$ cat src/rtl/batch_add_pkg.sv
package batch_add_pkg;
  typedef enum logic [2:0] {
    RS_NONE,
    RS_CTRL,
    RS_STAT,
    RS_OPA,
    RS_OPB,
    RS_RES
  } rsrc_e;
endpackage

$ cat src/rtl/badd_decode.sv
module badd_decode
  import batch_add_pkg::*;
#(
  parameter int ADDR_W  = 9,
  parameter int N_PAIRS = 10,
  parameter int IDX_W   = 4
) (
  input  logic [ADDR_W-1:0] addr,
  input  logic              wr,
  input  logic              rd,
  output logic              ctrl_wr,
  output logic              cmd_wr,
  output logic              opa_wr,
  output logic              opb_wr,
  output logic [IDX_W-1:0]  pair_idx,
  output logic [IDX_W-1:0]  res_idx,
  output logic              led_hit,
  output rsrc_e             rsrc
);
  localparam int OFF_W    = ADDR_W - 3;
  localparam int CMD_WORD = 2 * N_PAIRS;
  localparam int RES_BASE = 1 << (OFF_W - 1);

  logic             aligned;
  logic             dat_sel;
  logic             ctl_sel;
  logic [OFF_W-1:0] word;
  logic             op_hit;
  logic             res_hit;

  assign aligned = (addr[1:0] == 2'b00);
  assign dat_sel = aligned && addr[ADDR_W-1];
  assign ctl_sel = aligned && !addr[ADDR_W-1];
  assign word    = addr[ADDR_W-2:2];

  always_comb begin
    op_hit   = dat_sel && (int'(word) < CMD_WORD);
    res_hit  = dat_sel && (int'(word) >= RES_BASE) && (int'(word) < RES_BASE + N_PAIRS);
    pair_idx = IDX_W'(word >> 1);
    res_idx  = IDX_W'(int'(word) - RES_BASE);
    ctrl_wr  = wr && ctl_sel && (word == '0);
    cmd_wr   = wr && dat_sel && (int'(word) == CMD_WORD);
    opa_wr   = wr && op_hit && !word[0];
    opb_wr   = wr && op_hit && word[0];
    led_hit  = (wr || rd) && dat_sel && (int'(word) == 1);
    rsrc     = RS_NONE;
    if (ctl_sel && int'(word) == 0)      rsrc = RS_CTRL;
    else if (ctl_sel && int'(word) == 1) rsrc = RS_STAT;
    else if (op_hit)                     rsrc = word[0] ? RS_OPB : RS_OPA;
    else if (res_hit)                    rsrc = RS_RES;
  end
endmodule

$ cat src/rtl/badd_opstore.sv
module badd_opstore #(
  parameter int N_PAIRS = 10,
  parameter int OP_W    = 16,
  parameter int IDX_W   = 4
) (
  input  logic             clk,
  input  logic             wa_en,
  input  logic             wb_en,
  input  logic [IDX_W-1:0] widx,
  input  logic [OP_W-1:0]  wdata,
  input  logic             bus_re,
  input  logic [IDX_W-1:0] bus_idx,
  output logic [OP_W-1:0]  bus_a,
  output logic [OP_W-1:0]  bus_b,
  input  logic             eng_re,
  input  logic [IDX_W-1:0] eng_idx,
  output logic [OP_W-1:0]  eng_a,
  output logic [OP_W-1:0]  eng_b
);
  logic [OP_W-1:0] a_mem [N_PAIRS];
  logic [OP_W-1:0] b_mem [N_PAIRS];

  always_ff @(posedge clk) begin
    if (wa_en) a_mem[widx] <= wdata;
    if (wb_en) b_mem[widx] <= wdata;
  end

  always_ff @(posedge clk) begin
    if (bus_re) begin
      bus_a <= a_mem[bus_idx];
      bus_b <= b_mem[bus_idx];
    end
  end

  always_ff @(posedge clk) begin
    if (eng_re) begin
      eng_a <= a_mem[eng_idx];
      eng_b <= b_mem[eng_idx];
    end
  end
endmodule

$ cat src/rtl/badd_engine.sv
module badd_engine #(
  parameter int N_PAIRS = 10,
  parameter int OP_W    = 16,
  parameter int IDX_W   = 4
) (
  input  logic             clk,
  input  logic             rst,
  input  logic             start,
  output logic             rd_en,
  output logic [IDX_W-1:0] rd_idx,
  input  logic [OP_W-1:0]  op_a,
  input  logic [OP_W-1:0]  op_b,
  output logic             res_we,
  output logic [IDX_W-1:0] res_idx,
  output logic [OP_W:0]    res_sum,
  output logic             fin,
  output logic             busy,
  output logic             done
);
  localparam logic [IDX_W-1:0] LAST = IDX_W'(N_PAIRS - 1);

  logic             act_q;
  logic             val_q;
  logic [IDX_W-1:0] ridx_q;
  logic [IDX_W-1:0] widx_q;

  always_ff @(posedge clk) begin
    if (rst) begin
      act_q  <= 1'b0;
      val_q  <= 1'b0;
      ridx_q <= '0;
      widx_q <= '0;
      fin    <= 1'b0;
      done   <= 1'b0;
    end else begin
      fin <= 1'b0;
      if (start) begin
        act_q  <= 1'b1;
        val_q  <= 1'b0;
        ridx_q <= '0;
        done   <= 1'b0;
      end else begin
        val_q  <= act_q;
        widx_q <= ridx_q;
        if (act_q) begin
          if (ridx_q == LAST) act_q  <= 1'b0;
          else                ridx_q <= ridx_q + 1'b1;
        end
        if (val_q && widx_q == LAST) begin
          fin  <= 1'b1;
          done <= 1'b1;
        end
      end
    end
  end

  assign rd_en   = act_q;
  assign rd_idx  = ridx_q;
  assign res_we  = val_q;
  assign res_idx = widx_q;
  assign res_sum = {1'b0, op_a} + {1'b0, op_b};
  assign busy    = act_q | val_q;
endmodule

$ cat src/rtl/badd_resstore.sv
module badd_resstore #(
  parameter int N_PAIRS = 10,
  parameter int SUM_W   = 17,
  parameter int IDX_W   = 4
) (
  input  logic             clk,
  input  logic             we,
  input  logic [IDX_W-1:0] widx,
  input  logic [SUM_W-1:0] wdata,
  input  logic             re,
  input  logic [IDX_W-1:0] ridx,
  output logic [SUM_W-1:0] rdata
);
  logic [SUM_W-1:0] mem [N_PAIRS];

  always_ff @(posedge clk) begin
    if (we) mem[widx] <= wdata;
    if (re) rdata <= mem[ridx];
  end
endmodule

$ cat src/rtl/badd_irq.sv
module badd_irq #(
  parameter int PULSE_W = 16
) (
  input  logic clk,
  input  logic rst,
  input  logic fin,
  input  logic clear,
  input  logic enable,
  output logic irq,
  output logic led
);
  localparam int CNT_W = (PULSE_W > 1) ? $clog2(PULSE_W) : 1;

  logic [CNT_W-1:0] cnt_q;

  always_ff @(posedge clk) begin
    if (rst) begin
      irq   <= 1'b0;
      led   <= 1'b0;
      cnt_q <= '0;
    end else if (clear) begin
      irq   <= 1'b0;
      led   <= 1'b0;
      cnt_q <= '0;
    end else if (fin && enable) begin
      irq   <= 1'b1;
      led   <= 1'b1;
      cnt_q <= CNT_W'(PULSE_W - 1);
    end else if (irq) begin
      if (cnt_q == '0) begin
        irq <= 1'b0;
        led <= 1'b0;
      end else begin
        cnt_q <= cnt_q - 1'b1;
      end
    end
  end
endmodule

$ cat src/rtl/batch_adder.sv
module batch_adder
  import batch_add_pkg::*;
#(
  parameter int ADDR_W  = 9,
  parameter int DATA_W  = 32,
  parameter int OP_W    = 16,
  parameter int N_PAIRS = 10,
  parameter int PULSE_W = 16
) (
  input  logic              clk,
  input  logic              rst,
  input  logic [ADDR_W-1:0] bus_addr,
  input  logic              bus_wr,
  input  logic              bus_rd,
  input  logic [DATA_W-1:0] bus_wdata,
  output logic [DATA_W-1:0] bus_rdata,
  input  logic              sw_irq_en,
  output logic              irq_o,
  output logic              led_data_o,
  output logic              led_irq_o
);
  localparam int IDX_W = (N_PAIRS > 1) ? $clog2(N_PAIRS) : 1;
  localparam int SUM_W = OP_W + 1;
  localparam int PAD_W = DATA_W - SUM_W;

  logic             ctrl_wr, cmd_wr, opa_wr, opb_wr, led_hit;
  logic [IDX_W-1:0] pair_idx, res_ridx;
  rsrc_e            rsrc, rsrc_q;

  logic             eng_re;
  logic [IDX_W-1:0] eng_idx, res_widx;
  logic [OP_W-1:0]  bus_a, bus_b, eng_a, eng_b;
  logic             res_we, fin, busy, done;
  logic [SUM_W-1:0] res_sum, res_rdata;

  logic [DATA_W-1:0] ctrl_q, reg_rd_q;
  logic              led_data_q;
  logic              irq_en;

  badd_decode #(.ADDR_W(ADDR_W), .N_PAIRS(N_PAIRS), .IDX_W(IDX_W)) u_dec (
    .addr(bus_addr), .wr(bus_wr), .rd(bus_rd),
    .ctrl_wr(ctrl_wr), .cmd_wr(cmd_wr), .opa_wr(opa_wr), .opb_wr(opb_wr),
    .pair_idx(pair_idx), .res_idx(res_ridx), .led_hit(led_hit), .rsrc(rsrc)
  );

  badd_opstore #(.N_PAIRS(N_PAIRS), .OP_W(OP_W), .IDX_W(IDX_W)) u_ops (
    .clk(clk), .wa_en(opa_wr), .wb_en(opb_wr), .widx(pair_idx),
    .wdata(bus_wdata[OP_W-1:0]),
    .bus_re(bus_rd && (rsrc == RS_OPA || rsrc == RS_OPB)), .bus_idx(pair_idx),
    .bus_a(bus_a), .bus_b(bus_b),
    .eng_re(eng_re), .eng_idx(eng_idx), .eng_a(eng_a), .eng_b(eng_b)
  );

  badd_engine #(.N_PAIRS(N_PAIRS), .OP_W(OP_W), .IDX_W(IDX_W)) u_eng (
    .clk(clk), .rst(rst), .start(cmd_wr),
    .rd_en(eng_re), .rd_idx(eng_idx), .op_a(eng_a), .op_b(eng_b),
    .res_we(res_we), .res_idx(res_widx), .res_sum(res_sum),
    .fin(fin), .busy(busy), .done(done)
  );

  badd_resstore #(.N_PAIRS(N_PAIRS), .SUM_W(SUM_W), .IDX_W(IDX_W)) u_res (
    .clk(clk), .we(res_we), .widx(res_widx), .wdata(res_sum),
    .re(bus_rd && rsrc == RS_RES), .ridx(res_ridx), .rdata(res_rdata)
  );

  assign irq_en = sw_irq_en || (ctrl_q == DATA_W'(1));

  badd_irq #(.PULSE_W(PULSE_W)) u_irq (
    .clk(clk), .rst(rst), .fin(fin), .clear(cmd_wr), .enable(irq_en),
    .irq(irq_o), .led(led_irq_o)
  );

  always_ff @(posedge clk) begin
    if (rst) begin
      ctrl_q     <= '0;
      led_data_q <= 1'b0;
      rsrc_q     <= RS_NONE;
      reg_rd_q   <= '0;
    end else begin
      if (ctrl_wr) ctrl_q <= bus_wdata;
      if (led_hit) led_data_q <= ~led_data_q;
      rsrc_q <= bus_rd ? rsrc : RS_NONE;
      if (bus_rd) reg_rd_q <= (rsrc == RS_STAT) ? DATA_W'({done, busy}) : ctrl_q;
    end
  end

  always_comb begin
    unique case (rsrc_q)
      RS_CTRL, RS_STAT: bus_rdata = reg_rd_q;
      RS_OPA:           bus_rdata = DATA_W'(bus_a);
      RS_OPB:           bus_rdata = DATA_W'(bus_b);
      RS_RES:           bus_rdata = {{PAD_W{1'b0}}, res_rdata};
      default:          bus_rdata = '0;
    endcase
  end

  assign led_data_o = led_data_q;
endmodule

$ cat config.mk
export PLATFORM = sky130hd
export DESIGN_NAME = batch_adder
export DESIGN_NICKNAME = d
export VERILOG_FILES = /design/src/rtl/batch_add_pkg.sv /design/src/rtl/badd_decode.sv /design/src/rtl/badd_opstore.sv /design/src/rtl/badd_engine.sv /design/src/rtl/badd_resstore.sv /design/src/rtl/badd_irq.sv /design/src/rtl/batch_adder.sv
export SDC_FILE = /design/constraint.sdc
export NUM_CORES = 1
export LEC_CHECK = 0
export BUFFER_PORTS_ARGS = -buffer_cell sky130_fd_sc_hd__buf_2
export CORE_MARGIN = 2
export CORE_UTILIZATION = 60
export CTS_CLUSTER_DIAMETER = 50
export CTS_CLUSTER_SIZE = 10
export DETAILED_ROUTE_END_ITERATION = 8
export GPL_TIMING_DRIVEN = 0
export PLACE_DENSITY = 0.77
export SYNTH_ARGS = -nofsm -noshare
export SYNTH_HDL_FRONTEND = slang
export SYNTH_SLANG_ARGS = --single-unit
export TNS_END_PERCENT = 20
$ cat constraint.sdc
create_clock -name clk -period 7.2 [get_ports clk]
set_input_delay 1.08 -clock clk [delete_from_list [all_inputs] [get_ports clk]]
set_output_delay 1.08 -clock clk [all_outputs]
set_load 0.01 [all_outputs]
**Yosys cells after proc, flatten, opt, wreduce, memory -nomap -nowiden**

Memory sizes are Yosys's and may differ from the RTL's. A register that Yosys moved wholly into a read port is not among the register bits.
Index checks and enable logic that the tools add are counted.

- Bits in writable memories: 490
- Input port bits: 46
- Word-level logic and storage cells: 105
- Bits in registers: 86
- Memories: 3
- Output and inout port bits: 35

Memory list:

| name | depth | width | rd ports | clocked after Yosys merged registers in | write ports | RTL line | RTL |
|---|---|---|---|---|---|---|---|
| u_res.mem | 10 | 17 | 1 | 1 | 1 | badd_resstore.sv:14 | `logic [SUM_W-1:0] mem [N_PAIRS];` |
| u_ops.a_mem | 10 | 16 | 2 | 2 | 1 | badd_opstore.sv:20 | `logic [OP_W-1:0] a_mem [N_PAIRS];` |
| u_ops.b_mem | 10 | 16 | 2 | 2 | 1 | badd_opstore.sv:21 | `logic [OP_W-1:0] b_mem [N_PAIRS];` |

- Mux-type cells: 26
- Equal/unequal tests: 15
- $add $sub $neg: 4
- $lt $le $gt $ge: 3
- Reductions and logical operators: 37
- Bitwise gates (word level): 4

Operators with widths:

| kind | count |
|---|---|
| $pmux W32 S4 | 1 |
| $eq A32 B1 Y1 const B | 1 |
| $mux W32 | 1 |
| $logic_and A1 B1 Y1 | 20 |
| $add A16 B16 Y17 | 1 |
| $mux W1 | 16 |
| $mux W3 | 5 |
| $eq A3 B2 Y1 const B | 4 |
| $eq A3 B3 Y1 const B | 4 |
| $logic_not A6 Y1 | 2 |
| $mux W4 | 3 |
| $eq A4 B4 Y1 const B | 2 |
| $sub A4 B1 Y4 const B | 2 |
| $eq A6 B2 Y1 const B | 1 |
| $eq A6 B6 Y1 const B | 1 |
| $ge A6 B6 Y1 const B | 1 |
| $lt A6 B5 Y1 const B | 1 |
| $lt A6 B6 Y1 const B | 1 |
| $reduce_and A2 Y1 | 3 |
| $reduce_or A2 Y1 | 3 |
| $add A4 B1 Y4 const B | 1 |
| $logic_not A4 Y1 | 1 |
| $reduce_bool A2 Y1 | 2 |
| $eq A3 B1 Y1 const B | 1 |
| 6 further kinds | 11 |

**Logic depth before layout (Yosys ltp)**

Gate-level depths: netlist (run 1).

- Word-level depth: 11
- Depth in mapped cells: 10
- Depth with buffers taken out: 7

**Modules after synthesis**

A second synthesis (run 1) with hierarchy kept.

- Cell total of the unflattened synthesis: 2034
- Area, all modules: 29771.1 µm²

By module, submodules not included:

| module | cells each | seq. area each (µm²) | times used | area each (µm²) |
|---|---|---|---|---|
| badd_opstore | 1076 | 11531.1 | 1 | 17514.3 |
| badd_resstore | 380 | 5615.4 | 1 | 7282.0 |
| batch_adder | 351 | 1361.3 | 1 | 3166.8 |
| badd_engine | 159 | 240.2 | 1 | 1276.2 |
| badd_irq | 32 | 120.1 | 1 | 277.8 |
| badd_decode | 36 | 0.0 | 1 | 254.0 |

**Worst setup path after synthesis (run 1)**

Ideal clock, no wire load.

- Path kind: input -> register
- Start point: input port bus_addr[4]
- End point: register u_ops.bus_a[0] (read register of u_ops.a_mem) (enable)
- Required time: 6.739 ns
- Path buffers: 2
- Slack: 2.873 ns
- Stages on the path: 5
- Library setup time: 0.461 ns
- Data arrival time: 3.866 ns
- Path through: buf_2 -> buf_2 -> o21ai_1 -> nand3_1 -> nor3_1

- Cells in the longest elaborated chain, start to end: 10
- Elaborated cells between the ends (all ways): 18
- Classes of those cells: order compare (3); eq/ne (3); mux (4); reduce/logical (8)

Ends and longest elaborated chain:

| item | RTL line | RTL |
|---|---|---|
| from (decl) | batch_adder.sv:12 | `input logic [ADDR_W-1:0] bus_addr,` |
| $ge A6 B6 Y1 | badd_decode.sv:38 | `res_hit = dat_sel && (int'(word) >= RES_BASE) && (int'(word) < RES_BASE + N_PAIRS);` |
| $logic_and A1 B1 Y1 (2 in series) | badd_decode.sv:38 |  |
| $mux W3 | badd_decode.sv:50 | `else if (res_hit) rsrc = RS_RES;` |
| $mux W3 | badd_decode.sv:49 | `else if (op_hit) rsrc = word[0] ? RS_OPB : RS_OPA;` |
| $mux W3 | badd_decode.sv:48 | `else if (ctl_sel && int'(word) == 1) rsrc = RS_STAT;` |
| $mux W3 (*) | badd_decode.sv:47 | `if (ctl_sel && int'(word) == 0) rsrc = RS_CTRL;` |
| $eq A3 B2 Y1 or $eq A3 B3 Y1 (tied branches) | batch_adder.sv:49 | `.bus_re(bus_rd && (rsrc == RS_OPA \|\| rsrc == RS_OPB)), .bus_idx(pair_idx),` |
| $logic_or A1 B1 Y1 (*) | batch_adder.sv:49 |  |
| $logic_and A1 B1 Y1 (*) | batch_adder.sv:49 |  |
| net u_ops.bus_re | badd_opstore.sv:11 | `input logic bus_re,` |
| to (decl) | badd_opstore.sv:13 | `output logic [OP_W-1:0] bus_a,` |

Mark *: on every way through the listed nets, which the timed path passes. The rest lies on a longest branch.
A chain may end at the register's enable or synchronous reset.

**Worst setup path in the final report (run 1)**

- Start point: register rsrc_q[0]
- End point: output port bus_rdata[16]

- Cells in the longest elaborated chain, start to end: 3
- Elaborated cells between the ends (all ways): 7
- Classes of those cells: eq/ne (5); mux (1); reduce/logical (1)

Ends and longest elaborated chain:

| item | RTL line | RTL |
|---|---|---|
| from (decl) | batch_adder.sv:28 | `rsrc_e rsrc, rsrc_q;` |
| from (signal assigned) | batch_adder.sv:82 | `rsrc_q <= bus_rd ? rsrc : RS_NONE;` |
| $eq A3 B1 Y1 or $eq A3 B2 Y1 (tied branches) | batch_adder.sv:88 | `unique case (rsrc_q)` |
| $reduce_or A2 Y1 | batch_adder.sv:88 |  |
| $pmux W32 S4 (*) | batch_adder.sv:88 |  |
| to (decl) | batch_adder.sv:16 | `output logic [DATA_W-1:0] bus_rdata,` |

Every way passes the cells marked *; elsewhere a longest branch is shown, timed or not.

==> impl_metrics.toml, run 1 <==
[worst_setup_path]
crit_type = "flip-flop to primary output"
worstPathRequired_ns = 6.12
crit_start = "rsrc_q[0]$_SDFF_PP0_"
reg2reg_from = "u_ops.eng_a[3]$_DFFE_PP_"
crit_path_frequent_cell = "buf_2"
cp_slowest_cell = "nor2b_1"
slowest_delay_ns = 0.60
worstPathCellList = "buf_4 > xor2_2 > nor2b_1 > buf_2 > nand2_1 > o21ai_0 > buf_2"
cp-end-kind = "primary output"
setup.worst_path.start_class = "flip-flop"
cp_max_fo = 10
crit_arrival_ns = 2.80
reg2reg_depth = 6

[yosys]
synthArstFlopShare = 0
synthXorXnorAreaFrac = 0.00613
synth-compound-area-share = 0.0738
ys_types = 63
synth-main-ff-cell = "edfxtp_1"
yosysTopAreaCell = "edfxtp_1"
syn_nets = 1810
synthAdderAreaFrac = 0.00908
synth_edf_count = 571
syn_inst = 1744
synth_area_per_cell_sq_um = 16.3
synth_mux_area_frac = 0.163
netlist.area_leader.share = 0.604
synth_area_sq_mm = 0.0284
yosysSeqAreaShare = 0.665
synth.area.top_cells = "edfxtp_1 (60%), mux4_2 (12%), dfxtp_1 (6.1%)"
yosys.area_share.simple = 0.0582
synth-seq-cells = 657
yosys_warnings = 0
synth_top_family_by_area = "multiplexers"

[clocking]
cts.htree.levels = 3
tritoncts = "done"
cts.hold.buffers_added = 0
clkSlewWorstSetupHoldPaths_ns = 0.05
root_buffer = "clkbuf_16"
cts_setup_buffers = 0
cts_made_buffers = 76
cts.sinks = 657
post_cts_resized = 0
insertion_delay_ns = 0.61
cts.path.max_buffers = 3

[place]
dp_hpwl_um = 49800
dpl_cell_area_sq_mm = 0.0299
dp_slack_ns = 3.04
io_buffers = 76
dp.cells = 2446
gp_congestion = 0.919

[pwr]
power_frac_clock = 0.432
switching_power_mw = 1.62
p_sw_frac = 0.207
seqPwrFrac = 0.529
ir_worst_vdd_v = 0.000226
power_mw = 7.81
p_comb_frac = 0.039
p_leak_nw = 10.4
p_per_area_mw_per_mm2 = 244
power.internal_mw = 6.19

[layout]
num-fill-cells = 2993
layout_commonest_cell = "edfxtp_1"
fin_nets = 1983
final_util = 0.685
drive_gt1_frac = 0.228
instances_no_fill = 2553
fin_area_sq_mm = 0.0320
num_antenna_cells = 0
area_delta_synth_final_pct = 12.6
final_cell_mix = "edfxtp_1 (571), mux4_2 (156), a21oi_1 (147)"

[global_routing]
antenna_found_initial = 1
grt_pass1_vias = 16864
grt_max_degree = 38
grt_overflow = 0
grt_use_total = 0.295
grt_pass1_wl_um = 106000

[timing]
holdWs_ns = 0.454
worstMarginPinSlew_ns = 1.04
max-slew-margin-rel = 0.309
post-route-min-period_ns = 3.88
grt_setup_unrepaired = "no"
finalHoldViolCount = 0
fmax_mhz = 258
clock_skew_ns = 0.0211
slew_violations = 0
final.setup.tns_ns = 0
final-setup-viol-count = 0
worst_slack_ns = 3.32
fin_crit_sh = 0.539

[min_path]
hp-class = "flip-flop to flip-flop"
worstHoldStart = "u_eng.done$_SDFFE_PP0P_"
holdPathStages = 2

[run_status]
failed_checks = "design-rule violations"
outcome = "finished, violations left"

[route]
ant_nets = 0
via_per_inst = 6.64
drt_iter0_drc = 2202
num_vias = 16949
drc_errors = 6
wirelength_um = 71700
wl_per_cell_um = 28.1
dr.pass1.iters = 8

[floorplan]
start_util = 0.609
io_pins = 81
die_w_um = 222
die-area_sq_mm = 0.0491
core_sq_mm = 0.0467
die-height_um = 222
rows = 79

[run]
max-cap-violations = 0
Yosys cell counts, drive strengths merged (11+ instances only):
cell    instances
a211oi         82
a21oi         147
a22oi          48
and2           17
buf            71
clkbuf         50
dfxtp          86
edfxtp        571
ha             19
inv            11
mux2i          97
mux4          162
nand2          88
nor2           75
nor2b          83
o21ai          11
o22ai          16
final timing paths:
| path | end | slack [ns] |
|---|---|---|
| setup / recovery | bus_rdata[16] | 3.32 |
| hold / removal | u_eng.done$_SDFFE_PP0P_ | 0.45 |
| hold reg to reg | u_eng.done$_SDFFE_PP0P_ | 0.45 |
| setup reg to reg | u_res.mem[5][15]$_DFFE_PP_ | 4.30 |
registers in the layout, summed over array words and instances (netlist names):
name / count
u_res.rdata: 17
u_ops.a_mem: 160
u_eng.fin: 1
u_irq.cnt_q: 4
reg_rd_q: 32
u_eng.res_idx: 4
u_ops.bus_b: 16
u_ops.b_mem: 160
u_irq.led: 1
rsrc_q: 3
u_eng.rd_idx: 4
u_irq.irq: 1
u_ops.eng_a: 16
u_res.mem: 170
u_eng.rd_en: 1
ctrl_q: 32
u_eng.done: 1
u_eng.res_we: 1
u_ops.bus_a: 16
led_data_o: 1
u_ops.eng_b: 16
critical path: cells and delay by family (launching register included):
| family | cells | cell delay [ns] |
|---|---|---|
| buf+inv | 3 | 0.71 |
| compound gates | 1 | 0.09 |
| simple gates | 2 | 0.68 |
| flops | 1 | 0.31 |
| xor+xnor | 1 | 0.39 |
logic make-up after synthesis:
group / count (synthesis)
muxes: 259
xor gates and xnor gates: 19
DFF: 657
adders and majority gates: 20
buffers and inverters: 133
AOI/OAI and AO/OA: 331
and+or+nand+nor: 325
power groups by stage:
stage	registers, mW	clock network [mW]	logic [mW]
after floorplan	4.20	0	0.167
after global placement	4.20	0	0.291
after detailed placement	4.20	0	0.298
after CTS	4.13	3.40	0.300
after global routing	4.12	3.54	0.320
final	4.13	3.37	0.306
per-layer routing:
layer,vias to the layer above,share of wire,track usage
met5,-,0.00020,0
met4,2,0.035,0.106
met3,140,0.10,0.0664
met2,985,0.47,0.461
met1,8538,0.40,0.416
li1,7284,-,-
final cells by class:
type | instances | area, sq um | area share
clock buffer | 98 | 2040 | 0.0637
sequential | 657 | 18900 | 0.590
multi-input combinational | 954 | 8920 | 0.279
buffer | 121 | 658 | 0.0206
timing repair buffer | 95 | 609 | 0.0191
inverter | 12 | 45.0 | 0.00141
clock inverter | 9 | 70.1 | 0.00219
tap | 607 | 759 | 0.0238
Power figures use the tool's default switching activity.
==> run 2: changes to the inputs <==
Settings changed: CORE_UTILIZATION 60 to 56, PLACE_DENSITY 0.77 to 0.76.
Clock period 7.2 ns to 3.1 ns, I/O delays scaled along.
==> run 2 against run 1 <==
The flow now finishes without violations; sequential cell count unchanged; register-to-register slack worse by 4.1 ns; sequential share of layout area down 0.37 points; wire length up 4.2%.
==> impl_metrics.toml, run 2 (synthesis results as in run 1) <==
[clocking]
root_buffer = "clkbuf_16"
tritoncts = "done"
cts.path.max_buffers = 3
cts.hold.buffers_added = 0
clkSlewWorstSetupHoldPaths_ns = 0.06
cts_made_buffers = 77
cts.sinks = 657
insertion_delay_ns = 0.61
cts.htree.levels = 3

[route]
wirelength_um = 74700
drc_errors = 0
drt_iter0_drc = 2287
num_vias = 17200
dr.pass1.iters = 7
via_per_inst = 6.57
ant_nets = 0
wl_per_cell_um = 28.5

[timing]
final-setup-viol-count = 0
fmax_mhz = 328
post-route-min-period_ns = 3.05
fin_crit_sh = 0.985
max-slew-margin-rel = 0.276
slew_violations = 0
worst_slack_ns = 0.0470
clock_skew_ns = 0.0180
grt_setup_unrepaired = "yes"
final.setup.tns_ns = 0
finalHoldViolCount = 0
worstMarginPinSlew_ns = 1.09

[global_routing]
grt_pass1_wl_um = 111000
grt_max_degree = 38
grt_overflow = 0
antenna_found_initial = 1
grt_use_total = 0.288
grt_pass1_vias = 17169

[worst_setup_path]
slowest_delay_ns = 0.32
crit_arrival_ns = 2.59
worstPathRequired_ns = 2.63
cp_max_fo = 10
setup.worst_path.start_class = "flip-flop"
cp-end-kind = "primary output"
cp_slowest_cell = "clkbuf_2"
crit_type = "flip-flop to primary output"
worstPathCellList = "buf_4 > and2_1 > clkbuf_1 > clkbuf_2 > a22oi_1 > o22ai_1 > buf_2"

[layout]
final_cell_mix = "edfxtp_1 (571), mux4_2 (156), a21oi_1 (147)"
fin_nets = 1983
reg_top3 = "u_res.mem x170, u_ops.a_mem x160, u_ops.b_mem x160"
layout_commonest_cell = "edfxtp_1"
area_delta_synth_final_pct = 13.3
largest-register = "u_res.mem"
largest_register_ffs = 170
drive_gt1_frac = 0.230

[pwr]
p_leak_nw = 10.4
power_mw = 18.5
p_per_area_mw_per_mm2 = 576
ir_worst_vdd_v = 0.000452

[floorplan]
die-area_sq_mm = 0.0525
die_w_um = 229
rows = 82
start_util = 0.567
io_pins = 81
die-height_um = 229
core_sq_mm = 0.0501

[run]
max-cap-violations = 0

[min_path]
hp-class = "input port to flip-flop"

[run_status]
outcome = "complete, no violations"

[place]
io_buffers = 76
dp_slack_ns = -0.418
gp_congestion = 0.931
dp_hpwl_um = 51800
run 2: worst max-delay path, delay by kind of cell, from the launching register on:
| family | cells | cell delay (ns) |
|---|---|---|
| buffers and inverters | 4 | 1.06 |
| AOI/OAI and AO/OA | 2 | 0.45 |
| DFF | 1 | 0.31 |
| and+or+nand+nor | 1 | 0.16 |
run 2: per-stage QoR:
| stage | hold WS (ns) | utilization | cell area (sq um) | instances |
|---|---|---|---|---|
| 6_report | 0.110 | 0.643 | 32200 | 2618 |
| 5_1_grt | 0.106 | 0.642 | 32200 | 2617 |
| 3_3_place_gp | 0.439 | 0.592 | 29600 | 2492 |
| 2_1_floorplan | 0.423 | - | 28400 | 1744 |
| 4_1_cts | 0.0838 | 0.642 | 32200 | 2617 |
| 3_5_place_dp | 0.440 | 0.598 | 29900 | 2510 |
run 2: layout make-up:
class,instances,area [sq um]
flip-flops and latches,657,18900
fillers,3490,17900
multi-input cells,954,8940
clock buffers,101,2100
well taps,672,841
plain buffers,121,662
repair buffers,94,602
clock inverters,6,104
inverters,12,45.0
diodes,1,2.50
run 2: path summary, 6_finish.rpt:
kind                                                from                         end  slack (ns)  cells after the start
worst max-delay path                rsrc_q[0]$_SDFF_PP0_                bus_rdata[2]        0.05                      7
worst max register to register  u_ops.eng_a[3]$_DFFE_PP_  u_res.mem[4][15]$_DFFE_PP_        0.17                      6
worst min register to register   u_eng.done$_SDFFE_PP0P_     u_eng.done$_SDFFE_PP0P_        0.46                      2
worst min-delay path                       bus_wdata[24]     ctrl_q[24]$_SDFFE_PP0P_        0.11                      3
run 2: power breakdown:
group | switching (mW) | leakage, nW | internal [mW]
combinational | 0.478 | 3.52 | 0.243
clock | 3.30 | 1.07 | 4.92
sequential | 0.00455 | 5.82 | 9.58
run 2: routing by layer:
layer	GRT usage	share of wire	vias to the layer above	routed length (um)
met3	0.0564	0.10	124	7560
met5	0	0.00017	-	13
met1	0.413	0.40	8753	29600
met4	0.0866	0.028	2	2080
met2	0.455	0.48	1042	35500
li1	-	-	7279	-
run 2: what timing repair did:
item                                    CTS  global route
resized for setup                         5             1
endpoints found under the setup margin   15             1
buffers inserted                          0             0
